[src/rtl/exc_pkg.sv]
package exc_pkg;

    localparam int CODE_W = 5;
    localparam int NREQ   = 8;

    localparam logic [CODE_W-1:0] EC_INT       = 5'd0;
    localparam logic [CODE_W-1:0] EC_ADDR_LD   = 5'd4;
    localparam logic [CODE_W-1:0] EC_ADDR_ST   = 5'd5;
    localparam logic [CODE_W-1:0] EC_BUS_FETCH = 5'd6;
    localparam logic [CODE_W-1:0] EC_BUS_DATA  = 5'd7;
    localparam logic [CODE_W-1:0] EC_SYSCALL   = 5'd8;
    localparam logic [CODE_W-1:0] EC_RESV      = 5'd10;
    localparam logic [CODE_W-1:0] EC_OVF       = 5'd12;

    typedef enum logic [1:0] {
        ST_RUN    = 2'd0,
        ST_ENTER  = 2'd1,
        ST_RETURN = 2'd2
    } seq_state_e;

    typedef enum logic [1:0] {
        SEL_STATUS = 2'd0,
        SEL_CAUSE  = 2'd1,
        SEL_EPC    = 2'd2,
        SEL_NONE   = 2'd3
    } csr_sel_e;

    // Code for each slot of the priority vector; slot 0 is the most urgent.
    function automatic logic [CODE_W-1:0] slot_code(input int idx);
        case (idx)
            0:       return EC_BUS_FETCH;
            1:       return EC_ADDR_LD;
            2:       return EC_ADDR_ST;
            3:       return EC_BUS_DATA;
            4:       return EC_RESV;
            5:       return EC_OVF;
            6:       return EC_SYSCALL;
            default: return EC_INT;
        endcase
    endfunction

endpackage

[src/rtl/exc_prio.sv]
module exc_prio
    import exc_pkg::*;
#(
    parameter int N = NREQ
) (
    input  logic [N-1:0]      req,
    output logic              hit,
    output logic [CODE_W-1:0] code
);

    // Scan from least to most urgent so that the lowest index wins.
    always_comb begin
        hit  = 1'b0;
        code = '0;
        for (int i = N - 1; i >= 0; i--) begin
            if (req[i]) begin
                hit  = 1'b1;
                code = slot_code(i);
            end
        end
    end

endmodule

[src/rtl/exc_csr.sv]
module exc_csr
    import exc_pkg::*;
#(
    parameter int XLEN     = 32,
    parameter int CODE_LSB = 2
) (
    input  logic              clk,
    input  logic              rst_n,
    input  logic              take_exc,
    input  logic [CODE_W-1:0] exc_code,
    input  logic [XLEN-1:0]   exc_pc,
    input  logic              take_ret,
    input  logic              wr_en,
    input  logic [1:0]        sel,
    input  logic [XLEN-1:0]   wr_data,
    output logic [XLEN-1:0]   rd_data,
    output logic              exl,
    output logic              user,
    output logic [XLEN-1:0]   epc
);

    localparam int STAT_W   = 3;
    localparam int CODE_MSB = CODE_LSB + CODE_W - 1;

    logic              prev_user;
    logic [CODE_W-1:0] code;

    always_ff @(posedge clk or negedge rst_n) begin
        if (!rst_n) begin
            exl       <= 1'b0;
            user      <= 1'b0;
            prev_user <= 1'b0;
            code      <= '0;
            epc       <= '0;
        end else if (take_exc) begin
            if (!exl) begin
                epc       <= exc_pc;
                prev_user <= user;
            end
            exl  <= 1'b1;
            user <= 1'b0;
            code <= exc_code;
        end else if (take_ret) begin
            exl  <= 1'b0;
            user <= prev_user;
        end else if (wr_en) begin
            unique case (csr_sel_e'(sel))
                SEL_STATUS: begin
                    exl       <= wr_data[0];
                    user      <= wr_data[1];
                    prev_user <= wr_data[2];
                end
                SEL_CAUSE:  code <= wr_data[CODE_MSB:CODE_LSB];
                SEL_EPC:    epc  <= wr_data;
                SEL_NONE:   ;
            endcase
        end
    end

    always_comb begin
        rd_data = '0;
        unique case (csr_sel_e'(sel))
            SEL_STATUS: rd_data[STAT_W-1:0]        = {prev_user, user, exl};
            SEL_CAUSE:  rd_data[CODE_MSB:CODE_LSB] = code;
            SEL_EPC:    rd_data                    = epc;
            SEL_NONE:   rd_data                    = '0;
        endcase
    end

endmodule

[src/rtl/exc_ctrl.sv]
module exc_ctrl
    import exc_pkg::*;
#(
    parameter int              XLEN         = 32,
    parameter logic [XLEN-1:0] HANDLER_ADDR = 32'h8000_0180
) (
    input  logic            clk,
    input  logic            rst_n,
    input  logic [XLEN-1:0] fault_pc,
    input  logic            req_int,
    input  logic            req_adel,
    input  logic            req_ades,
    input  logic            req_ibe,
    input  logic            req_dbe,
    input  logic            req_sys,
    input  logic            req_ri,
    input  logic            req_ovf,
    input  logic            eret_req,
    input  logic [1:0]      csr_sel,
    input  logic            csr_rd,
    input  logic            csr_wr,
    input  logic [XLEN-1:0] csr_wdata,
    output logic [XLEN-1:0] csr_rdata,
    output logic            redir_valid,
    output logic [XLEN-1:0] redir_pc,
    output logic            kernel_mode
);

    seq_state_e        state_q, state_d;
    logic              exl_q, user_q;
    logic [XLEN-1:0]   epc_q, raw_rdata;
    logic [NREQ-1:0]   req_vec;
    logic              hit;
    logic [CODE_W-1:0] hit_code;
    logic              priv_viol, in_run, take_exc, take_ret, do_wr;

    // Kernel-only operations attempted from user mode become reserved-instruction traps.
    assign priv_viol = user_q & (csr_rd | csr_wr | eret_req);
    assign req_vec   = {req_int & ~exl_q, req_sys, req_ovf, req_ri | priv_viol,
                        req_dbe, req_ades, req_adel, req_ibe};

    exc_prio #(.N(NREQ)) u_prio (
        .req  (req_vec),
        .hit  (hit),
        .code (hit_code)
    );

    assign in_run   = (state_q == ST_RUN);
    assign take_exc = in_run & hit;
    assign take_ret = in_run & ~hit & eret_req;
    assign do_wr    = in_run & ~hit & ~eret_req & csr_wr;

    exc_csr #(.XLEN(XLEN)) u_csr (
        .clk      (clk),
        .rst_n    (rst_n),
        .take_exc (take_exc),
        .exc_code (hit_code),
        .exc_pc   (fault_pc),
        .take_ret (take_ret),
        .wr_en    (do_wr),
        .sel      (csr_sel),
        .wr_data  (csr_wdata),
        .rd_data  (raw_rdata),
        .exl      (exl_q),
        .user     (user_q),
        .epc      (epc_q)
    );

    always_ff @(posedge clk or negedge rst_n) begin
        if (!rst_n) state_q <= ST_RUN;
        else        state_q <= state_d;
    end

    // Transitions: TAKE_EXC, TAKE_RET out of ST_RUN; RESUME back from either redirect state.
    always_comb begin
        state_d = state_q;
        unique case (state_q)
            ST_RUN: begin
                if (take_exc)      state_d = ST_ENTER;
                else if (take_ret) state_d = ST_RETURN;
            end
            ST_ENTER:  state_d = ST_RUN;
            ST_RETURN: state_d = ST_RUN;
            default:   state_d = ST_RUN;
        endcase
    end

    always_comb begin
        redir_valid = 1'b0;
        redir_pc    = '0;
        unique case (state_q)
            ST_RUN: ;
            ST_ENTER: begin
                redir_valid = 1'b1;
                redir_pc    = HANDLER_ADDR;
            end
            ST_RETURN: begin
                redir_valid = 1'b1;
                redir_pc    = epc_q;
            end
            default: ;
        endcase
    end

    assign kernel_mode = ~user_q;
    assign csr_rdata   = user_q ? '0 : raw_rdata;

endmodule

[config.mk]
export PLATFORM = sky130hd
export DESIGN_NAME = exc_ctrl
export DESIGN_NICKNAME = d
export VERILOG_FILES = /design/src/rtl/exc_pkg.sv /design/src/rtl/exc_prio.sv /design/src/rtl/exc_csr.sv /design/src/rtl/exc_ctrl.sv
export SDC_FILE = /design/constraint.sdc
export NUM_CORES = 1
export LEC_CHECK = 0
export CORE_MARGIN = 3
export CORE_UTILIZATION = 40
export DETAILED_ROUTE_END_ITERATION = 16
export PLACE_DENSITY_LB_ADDON = 0.2
export RECOVER_POWER = 50
export SYNTH_ARGS = -nofsm -noshare
export SYNTH_HDL_FRONTEND = slang
export SYNTH_SLANG_ARGS = --single-unit
[constraint.sdc]
create_clock -name clk -period 2.85 [get_ports clk]
set_input_delay 0.855 -clock clk [delete_from_list [all_inputs] [get_ports clk]]
set_output_delay 0.855 -clock clk [all_outputs]
set_load 0.02 [all_outputs]
==> key figures <==
Place
  • # port buffers: 144
  • Detailed Place HPWL: 7.09 mm
  • RD Place Congestion: 0.852
  • Pre-CTS WS: -0.755 ns

Yosys
  • Post-synth EDFFs: 0
  • Complex-gate fraction of the synthesized area: 21.7%
  • FF+latch count, synth: 42
  • Synth Area in Simple Gates: 29.5%
  • Seq/Total Area, Yosys: 38.0%
  • Async SR Flop Fraction: 100%
  • Synth warn: 0
  • Post-synth top flop: dfrtp_1
  • Syn nets: 361
  • Main combinational cell family by area after synthesis: simple AND/OR/NAND/NOR gates
  • Post-synth cell types: 47
  • Synth Area in Adders: 2.71%
  • Synthesized area: 2770 µm²
  • Syn_area_per_cell: 10.0 µm²
  • Xor and xnor area share after synthesis: 0%
  • Synth Instances: 276
  • Mux cell area share after synthesis: 0.813%

Hold path
  • Hold WC Path Type: in -> async

Global route
  • Largest net degree at the start of global routing: 34
  • First-pass GRT wire length: 15.3 mm
  • Total gr overflow: 0
  • Total GRT Usage: 24.9%
  • Antenna violations before repair: 0
  • Vias in the first global route: 2873

Finish
  • Area growth, synth to finish: 63.4%
  • Number of antenna cells inserted: 0
  • Layout cells sized above 1: 25.0%
  • Nets: 520

Job
  • Max cap viols: 0

Die
  • Die area: 7960 µm²
  • Die X: 89.2 µm
  • Initial Utilization: 42.4%
  • Die Ht: 89.2 µm
  • Core Region: 6530 µm²
  • Ports: 145
  • Std-Cell Rows: 29

Clock tree
  • Clock root buffer: clkbuf_8
  • Total clock sinks: 42
  • CTS tree: yes
  • Clock Latency Late Sink: 0.29 ns
  • Clock Pin Slew Worst Setup and Hold Paths: 0.08 ns
  • Hold-fix buffers, CTS: 0
  • Clk buf depth: 2
  • H-tree levels: 2
  • Cts bufs inserted: 5

Timing
  • Least-Margin Pin Slew: 1.15 ns
  • Fin. max-slew vios: 0
  • Period Utilization, post-route: 97.8%
  • Final setup violation count: 0
  • Final min period: 2.79 ns
  • Final setup margin: 0.0641 ns
  • Setup TNS: 0 ns
  • Rel. slew slack: 23.5%
  • Final Hold Viols: 0
  • Clock skew: 0.00689 ns
  • Fmax: 359 MHz

Drt
  • Iter 0 DRT Violations: 106
  • Total length of routed wires: 10.1 mm
  • Routed wire per std cell: 19.6 µm
  • Vias/cell: 5.69
  • DRC Markers: 0
  • Total iterations of the first detailed-routing run: 4
  • Post-route antenna net violation count: 0
  • Routed vias: 2917

Setup path
  • Crit path DAT: 1.93 ns
  • Slowest stage delay, CP: 0.22 ns
  • Req. time, crit path: 2.00 ns
  • Crit path max-delay cell type: nor2b_4
  • Crit-path max FO: 7
  • Kind of end point of the critical path: output pin
  • Worst Setup Start Kind: input port
  • Reg2Reg Depth: 6
  • Worst path cell trace: clkbuf_2 > inv_2 > ha_2 > nor2b_4 > buf_12 > buf_16 > and2_1 > buf_2
  • Crit Path Class: in -> out

Power and ir drop
  • Worst VDD drop: 0.267 mV
  • Power density cells: 532 nW/µm²
  • Leak: 2.12 nW

Run status
  • Status: complete, no violations
## critical path, delay by kind of cell
| kind | cells | cell delay (ns) |
|---|---|---|
| buf+inv | 5 | 0.56 |
| simple gates | 2 | 0.33 |
| fa+ha+maj | 1 | 0.17 |
## cell type report
cell class / count / area (µm²)
clock buffer: 7 / 86.3
inverter: 8 / 30.0
timing repair buffer: 178 / 1720
fill: 547 / 2010
tap: 77 / 96.3
clock inverter: 1 / 5.00
multi-input combinational: 200 / 1540
sequential: 42 / 1050
## final timing paths
check	slack, ns	from	end
setup / recovery	0.06	csr_sel[0]	csr_rdata[17]
hold / removal	0.40	rst_n	u_csr.epc[20]
setup reg to reg	0.86	state_q[0]	u_csr.epc[12]
hold reg to reg	0.53	u_csr.code[2]	u_csr.code[2]
max in group asynchronous	1.11	rst_n	u_csr.epc[3]
min in group clk	0.53	u_csr.code[2]	u_csr.code[2]
## registers in the layout (all words and copies together), names as in the netlist
signal           cells
u_csr.epc           32
u_csr.code           5
u_csr.prev_user      1
state_q              2
u_csr.exl            1
u_csr.user           1
## through the flow
stage / instances / cell area [µm²] / hold slack (ns) / total power [W] / util [%]
global placement: 498 / 4380 / 0.499 / 0.00192 / 67.1
CTS: 511 / 4550 / 0.358 / 0.00240 / 69.7
finish: 513 / 4520 / 0.398 / 0.00241 / 69.3
detailed placement: 498 / 4380 / 0.505 / 0.00196 / 67.1
global route: 513 / 4520 / 0.401 / 0.00254 / 69.3
floorplan: 276 / 2770 / 0.483 / 0.00147 / -
## logic make-up (layout without fill, tap and decap cells)
family,after synthesis,in the layout
fa+ha+maj,6,6
flops,42,42
simple gates,129,129
compound gates,64,64
buf+inv,34,194
mux,1,1
## routing by layer
layer | global-route usage [%] | vias up | wire (µm)
li1 | - | 1359 | -
met1 | 31.4 | 1426 | 4210
met2 | 42.9 | 116 | 4980
met3 | 5.62 | 16 | 703
met4 | 6.63 | 0 | 169
met5 | 0 | - | 0
## power by group
part           internal [W]  total [W]  switching [W]
sequential         0.000847    0.00106       0.000216
combinational      0.000558   0.000945       0.000387
clock              0.000196   0.000399       0.000204
total               0.00160    0.00241       0.000807
## repair_timing
action,in CTS,in global routing
endpoints found under the setup margin,52,44
gates cloned,2,1
pin swaps,1,1
gates resized for setup,213,21
setup buffers,3,2
hold endpoints to repair,0,0
## synthesized netlist by cell type, drive strengths merged, types with 2 or more instances
library cell	number	area (µm²)
nand4	2	18.8
nand2b	4	25.0
and2	28	175
nand2	7	26.3
clkbuf	11	46.3
buf	15	128
or3	33	230
nand4b	2	17.5
o221a	33	372
a22oi	7	52.6
o21ai	5	25.0
o31ai	2	20.0
nand3	2	10.0
o31a	2	17.5
and3	29	181
nor2	10	37.5
nor2b	5	31.3
nor4	2	27.5
a2bb2oi	2	17.5
inv	8	30.0
a21oi	4	20.0
dfrtp	42	1050
ha	6	75.1
## layout by cell type (no fill, tap or decap), types with 4 or more instances in the layout
cell type / synthesis / routed
dfrtp_1: 42 / 42
dlymetal6s2s_1: 0 / 6
or3_2: 19 / 19
a21oi_1: 4 / 4
inv_1: 8 / 7
buf_6: 8 / 20
a22oi_1: 7 / 5
nor2_1: 10 / 10
and2_4: 0 / 11
o21ai_0: 4 / 5
buf_2: 6 / 5
nand2b_1: 4 / 4
nand2_1: 7 / 7
nor2b_1: 5 / 4
and3_1: 29 / 29
clkbuf_8: 0 / 6
buf_4: 1 / 30
buf_12: 0 / 4
clkdlybuf4s50_1: 0 / 75
ha_1: 6 / 5
or3_1: 14 / 14
dlygate4sd2_1: 0 / 20
and2_1: 28 / 17
o221a_1: 33 / 33
clkbuf_1: 9 / 11
(Power assumes the default switching activity.)
